`src/rtl/tern_pkg.sv`:
```
package tern_pkg;
    typedef enum logic {
        ERR_CLEAR   = 1'b0,
        ERR_LATCHED = 1'b1
    } err_state_t;
endpackage

```
`src/rtl/tern_plane_mul.sv`:
```
module tern_plane_mul #(
    parameter int W = 64
) (
    input  logic [W-1:0] a_pos,
    input  logic [W-1:0] a_neg,
    input  logic [W-1:0] b_pos,
    input  logic [W-1:0] b_neg,
    output logic [W-1:0] p_pos,
    output logic [W-1:0] p_neg,
    output logic         malformed
);
    logic [W-1:0] ap, an, bp, bn;

    // both bits set means zero, so strip such elements from both masks
    always_comb begin
        ap = a_pos & ~a_neg;
        an = a_neg & ~a_pos;
        bp = b_pos & ~b_neg;
        bn = b_neg & ~b_pos;
    end

    // sign agreement gives +1, disagreement gives -1
    always_comb begin
        p_pos = (ap & bp) | (an & bn);
        p_neg = (an & bp) | (ap & bn);
    end

    always_comb malformed = |(a_pos & a_neg) | |(b_pos & b_neg);
endmodule

```
`src/rtl/tern_popcnt_stage.sv`:
```
module tern_popcnt_stage #(
    parameter int W     = 64,
    parameter int CHUNK = 8
) (
    input  logic                   clk,
    input  logic                   rst_n,
    input  logic                   en,
    input  logic [W-1:0]           bits,
    output logic [$clog2(W+1)-1:0] total
);
    localparam int NCH = W / CHUNK;
    localparam int PW  = $clog2(CHUNK + 1);
    localparam int CW  = $clog2(W + 1);

    logic [NCH*PW-1:0] part_flat;

    for (genvar g = 0; g < NCH; g++) begin : gen_chunk
        logic [PW-1:0] cnt_d;
        logic [PW-1:0] cnt_q;

        always_comb begin
            cnt_d = '0;
            for (int k = 0; k < CHUNK; k++) begin
                cnt_d = cnt_d + {{(PW-1){1'b0}}, bits[g*CHUNK + k]};
            end
        end

        always_ff @(posedge clk) begin
            if (!rst_n)  cnt_q <= '0;
            else if (en) cnt_q <= cnt_d;
        end

        assign part_flat[g*PW +: PW] = cnt_q;
    end

    always_comb begin
        total = '0;
        for (int k = 0; k < NCH; k++) begin
            total = total + {{(CW-PW){1'b0}}, part_flat[k*PW +: PW]};
        end
    end

    // the partial counts never add up to more than the word holds
    a_r4_total_bound: assert property (@(posedge clk) disable iff (!rst_n)
        int'(total) <= W);
endmodule

```
`src/rtl/tern_dot_unit.sv`:
```
module tern_dot_unit
    import tern_pkg::*;
#(
    parameter int W     = 64,
    parameter int CHUNK = 8,
    parameter int SW    = $clog2(W + 1) + 1
) (
    input  logic          clk,
    input  logic          rst_n,
    input  logic          in_valid,
    output logic          in_ready,
    input  logic [W-1:0]  a_pos,
    input  logic [W-1:0]  a_neg,
    input  logic [W-1:0]  b_pos,
    input  logic [W-1:0]  b_neg,
    output logic          out_valid,
    input  logic          out_ready,
    output logic [SW-1:0] out_sum,
    output logic [W-1:0]  out_pos,
    output logic [W-1:0]  out_neg,
    output logic          err_flag
);
    localparam int CW = $clog2(W + 1);

    logic          advance;
    logic          accept;
    logic [W-1:0]  p_pos, p_neg;
    logic          malformed;
    logic          s1_vld;
    logic [W-1:0]  s1_pos, s1_neg;
    logic [CW-1:0] pos_tot, neg_tot;
    err_state_t    err_q, err_d;

    // whole pipeline moves together or not at all
    always_comb begin
        advance  = out_ready || !out_valid;
        in_ready = advance;
        accept   = in_valid && advance;
    end

    tern_plane_mul #(.W(W)) mul_i (
        .a_pos(a_pos), .a_neg(a_neg), .b_pos(b_pos), .b_neg(b_neg),
        .p_pos(p_pos), .p_neg(p_neg), .malformed(malformed)
    );

    tern_popcnt_stage #(.W(W), .CHUNK(CHUNK)) cnt_pos_i (
        .clk(clk), .rst_n(rst_n), .en(advance), .bits(p_pos), .total(pos_tot)
    );

    tern_popcnt_stage #(.W(W), .CHUNK(CHUNK)) cnt_neg_i (
        .clk(clk), .rst_n(rst_n), .en(advance), .bits(p_neg), .total(neg_tot)
    );

    // stage 1: product masks alongside the partial counts
    always_ff @(posedge clk) begin
        if (!rst_n) begin
            s1_vld <= 1'b0;
            s1_pos <= '0;
            s1_neg <= '0;
        end else if (advance) begin
            s1_vld <= in_valid;
            s1_pos <= p_pos;
            s1_neg <= p_neg;
        end
    end

    // stage 2: final difference, registered at the output
    always_ff @(posedge clk) begin
        if (!rst_n) begin
            out_valid <= 1'b0;
            out_sum   <= '0;
            out_pos   <= '0;
            out_neg   <= '0;
        end else if (advance) begin
            out_valid <= s1_vld;
            out_sum   <= {{(SW-CW){1'b0}}, pos_tot} - {{(SW-CW){1'b0}}, neg_tot};
            out_pos   <= s1_pos;
            out_neg   <= s1_neg;
        end
    end

    // sticky error machine: state register
    always_ff @(posedge clk) begin
        if (!rst_n) err_q <= ERR_CLEAR;
        else        err_q <= err_d;
    end

    // sticky error machine: next state and output
    always_comb begin
        err_d    = err_q;
        err_flag = 1'b0;
        unique case (err_q)
            ERR_CLEAR: begin
                if (accept && malformed) err_d = ERR_LATCHED;
            end
            ERR_LATCHED: begin
                err_flag = 1'b1;
            end
        endcase
    end

    a_r4_range: assert property (@(posedge clk) disable iff (!rst_n)
        out_valid |-> ($signed(out_sum) >= -W && $signed(out_sum) <= W));

    a_r4_sign: assert property (@(posedge clk) disable iff (!rst_n)
        (out_valid && out_neg == '0) |-> !out_sum[SW-1]);

    a_r5_disjoint: assert property (@(posedge clk) disable iff (!rst_n)
        out_valid |-> ((out_pos & out_neg) == '0));

    a_r6_sticky: assert property (@(posedge clk) disable iff (!rst_n)
        err_flag |=> err_flag);

    a_r8_ready: assert property (@(posedge clk) disable iff (!rst_n)
        !out_valid |-> in_ready);

    a_r9_hold: assert property (@(posedge clk) disable iff (!rst_n)
        (out_valid && !out_ready) |=> (out_valid && $stable(out_sum)
                                       && $stable(out_pos) && $stable(out_neg)));
endmodule

```
`config.mk`:
```
export PLATFORM = sky130hd
export DESIGN_NAME = tern_dot_unit
export DESIGN_NICKNAME = d
export VERILOG_FILES = /design/src/rtl/tern_pkg.sv /design/src/rtl/tern_plane_mul.sv /design/src/rtl/tern_popcnt_stage.sv /design/src/rtl/tern_dot_unit.sv
export SDC_FILE = /design/constraint.sdc
export NUM_CORES = 1
export LEC_CHECK = 0
export BUFFER_PORTS_ARGS = -buffer_cell sky130_fd_sc_hd__buf_2
export CAP_MARGIN = 40
export CORE_MARGIN = 1
export CORE_UTILIZATION = 60
export DETAILED_ROUTE_END_ITERATION = 10
export HOLD_SLACK_MARGIN = 0.12
export PLACE_DENSITY = 0.87
export SYNTH_ARGS = -nofsm -noshare
export SYNTH_HDL_FRONTEND = slang
export SYNTH_SLANG_ARGS = --single-unit
```
`constraint.sdc`:
```
create_clock -name clk -period 11.8 [get_ports clk]
set_input_delay 1.18 -clock clk [delete_from_list [all_inputs] [get_ports clk]]
set_output_delay 1.18 -clock clk [all_outputs]
set_load 0.03 [all_outputs]
```
==> impl_results.md <==
- Tcrit/Tclk final: 46.0%
- Met2 usage: around two thirds
- Power share of the clock group: roughly 33%
- Clk pin slew, worst setup/hold paths: 0.06 ns
- Layout area overhead: 18.2%
- Worst path slowest cell: fa_1
- Reg2reg setup slack: approximately 6.4 ns
- Int Pwr: approximately 2.3 mW
- Post-Synthesis Cells: roughly 2,300
- # placed instances: 2,951
- CP delay by family, top: adder cells
- Total power draw: approximately 3.5 mW
- Net Switching: around 1.2 mW
- Gates resized, CTS repair: 0
- Slew margin rel.: between 20% and 30%
- Setup violators final: 0
- CTS Buffer Depth: 3
- Flop pwr share: a little over a third
- Worst EP arrival: just under 6 ns
- Clk Latency, worst-skew pair: around 0.52 ns
- Top cells by area, synth: dfxtp_1 36%, nand2_1 12%, fa_1 11%, a21oi_1 8.6%, nand2b_1 7.4%
- Unrepaired setup endpoints after global routing: no
- HP Class: reg2reg
- Fin area: roughly 22,000 µm²
- H-tree depth: 2
- # IOs: 399
- Net Sw Frac: between 30% and 40%
- Die Ht: approximately 180 µm
- Seq/Total Area, Yosys: ~36%
- Post-synthesis cell type count: 42
- Mapped Nets: approximately 2,700
- Filler Cells Inserted: ~2,300
- Pin count of the biggest net entering global routing: approximately 240
- Via count: about 18,000
- Slew Viols, Final: 0
- Final Skew: roughly 0.019 ns
- CP startpoint kind: flop
- Syn avg cell area: slightly above 8 µm²
- Global-route met1 utilization: 51.1%
- Top cell types by occurrence after synthesis: 575 x nand2_1, 331 x dfxtp_1, 320 x a21oi_1
- Total CTS buffers: 36
- Max stage delay on crit path: 0.56 ns
- Post-synth ARST share: 0%
- DRT Wirelength: 66,800 µm
- GRT overflow: 0
- Starting density of the core: about 62%
- Final ANT Viol Nets: 0
- Maximum clock rate: 184 MHz
- Yosys top cell area share: between 30 and 40%
- LEAKAGE: 9.25 nW
- Detailed Routing Iterations Pass 1: 5
- Run status: complete, no violations
- Gpl congestion: 0.995
- Mean routed wirelength per cell: around 22 µm
- Worst Setup Path Type: reg2reg
- Total GRT Usage: approximately two fifths
- CTS tree: yes
- Most common cell on crit path: fa_1
- Max cap viols: 0
- Power Density: about 160 nW/µm²
- Dpl cell area: 20,700 µm²
- EDFF count, synth: 0
- Synth Flop Type: dfxtp_1
- Worst setup EP type: flop
- FP Rows: 63
- Remaining DRCs: 0
- Via density: slightly below 6
- Net count, final: 3,047
- Most common cell in the netlist: nand2_1
- Total clock sinks: 331
- Crit-path max FO: 4
- Final hold slack: approximately 0.45 ns
- Number of global-route vias before repair: approximately 17,000
- Initial antenna violation count: 7
- Initial DRC count: approximately 2,100
- Critical-path cell list: ha_1 -> fa_1 -> xor2_1 -> fa_1 -> inv_1 -> fa_1 -> fa_1 -> inv_1 -> fa_1 -> ha_1 -> a21o_1 -> a21oi_1 -> xnor2_1 -> ha_1 -> a21boi_0 -> o21ai_0 -> or4_1 -> nand4_1
- Post-DP HPWL: between 50,000 and 60,000 µm
- Worst VDD drop: approximately 0.00016 V
- Buf/Inv on CP: 2
- Mapped Area: between 15,000 and 20,000 µm²
- First-pass GRT wire length: 97,000 µm
- I/O Buffers: between 300 and 400
- Post-route setup TNS: 0 ns
- Postcts setup bufs: 0
- CTS hold repair buffers: 0
- Die W: roughly 180 µm
- Tightest Pin Transition: approximately 1.2 ns
- Share of cells above drive strength 1: a little under a fifth
- Critical Path RT: 12.25 ns
- Final Hold Vio Count: 0
- Die ar.: ~32,000 µm²
- Cell taking the most area after synthesis: dfxtp_1
- Minimum clock period after layout: around 5.4 ns
- Met3 usage: 10.7%
- Comb pwr share: between 30% and 40%
- GRT busiest layer: met2
- Final Non-Filler Cells: around 3,000
- Ys Warns: 0
- Flops & latches, synth: approximately 330
- Core area: around 30,000 µm²
- Root Driver: clkbuf_16
==> placed cells by master, fill, tap and decap left out, types with 3 or more instances in the layout <==
cell type / n
clkbuf_16: 37
or2b_1: 4
diode_2: 5
xor2_1: 6
clkinvlp_4: 3
a211oi_1: 30
o211ai_1: 3
o22ai_1: 112
buf_2: 398
nor2_1: 61
o21ai_0: 5
a221oi_2: 9
buf_4: 3
a21oi_1: 320
nand4_1: 9
a221oi_1: 14
clkinv_4: 3
nand2_1: 575
ha_1: 85
clkbuf_1: 3
nand3_1: 6
xnor2_1: 23
bufinv_16: 4
inv_1: 115
nand2b_1: 220
nor2b_1: 36
dfxtp_1: 331
fa_1: 103
a22oi_1: 26
a21o_1: 10
a22o_1: 31
clkinv_2: 10
clkbuf_8: 3
==> cell families (layout without fill, tap and decap cells) <==
| family | after synthesis | count (layout) | synth area share (%) |
|---|---|---|---|
| compound gates | 568 | 568 | 18.5 |
| xor+xnor | 29 | 29 | 1.37 |
| fa+ha+maj | 188 | 188 | 16.9 |
| buf+inv | 226 | 585 | 4.87 |
| flops | 331 | 331 | 35.8 |
| other cells | 0 | 5 | 0 |
| simple gates | 923 | 923 | 22.6 |
==> layer usage <==
metal	wire, µm	vias to the layer above
met2	30500	952
met3	6630	204
met1	25400	8469
li1	-	8285
met4	4220	8
met5	52	-
==> sequential cells by signal, indices dropped and copies added (netlist names), 8 cells and up <==
name                       cells
out_sum                        8
out_pos                       64
out_neg                       64
cnt_neg_i.gen_chunk.cnt_q     32
cnt_pos_i.gen_chunk.cnt_q     32
s1_pos                        64
s1_neg                        64
==> worst register-to-register path: stages, from the launching register on <==
cell and delay (ns):
dfxtp_1 0.31, ha_1 0.23, fa_1 0.40, xor2_1 0.17, fa_1 0.48, inv_1 0.05, fa_1 0.51, fa_1 0.56
inv_1 0.06, fa_1 0.50, ha_1 0.32, a21o_1 0.19, a21oi_1 0.21, xnor2_1 0.10, ha_1 0.34, a21boi_0 0.27
o21ai_0 0.15, or4_1 0.43, nand4_1 0.10
==> power groups by stage <==
stage                     logic, mW  registers, mW  clock network, mW
final                          1.11           1.22               1.16
after global routing           1.25           1.23               1.20
after CTS                      1.10           1.22               1.16
after detailed placement       1.09           1.24                  0
after global placement         1.04           1.24                  0
after floorplan               0.726           1.28                  0
==> per-stage QoR <==
step | setup slack (ns) | utilization [%]
2_1_floorplan | 6.70 | -
3_3_place_gp | 6.52 | 68.7
3_5_place_dp | 6.42 | 68.9
4_1_cts | 6.40 | 72.9
5_1_grt | 6.13 | 72.9
6_report | 6.37 | 72.9
==> final timing paths <==
kind | from | end | depth (start not counted)
setup / recovery | cnt_pos_i.gen_chunk[1].cnt_q[0] | out_sum[6] | 18
hold / removal | out_pos[57] | out_pos[57] | 2
setup reg to reg | cnt_pos_i.gen_chunk[1].cnt_q[0] | out_sum[6] | 18
hold reg to reg | out_pos[57] | out_pos[57] | 2
==> layout make-up <==
class / count / area, µm² / share of cell area (%)
antenna: 5 / 12.5 / 0.0571
clock buffer: 43 / 978 / 4.47
clock inverter: 20 / 219 / 1.00
inverter: 117 / 454 / 2.07
multi-input combinational: 1708 / 11000 / 50.3
sequential: 331 / 6630 / 30.3
tap: 390 / 488 / 2.23
timing repair buffer: 405 / 2110 / 9.63
Note: power is estimated with default switching activity, not from simulation.
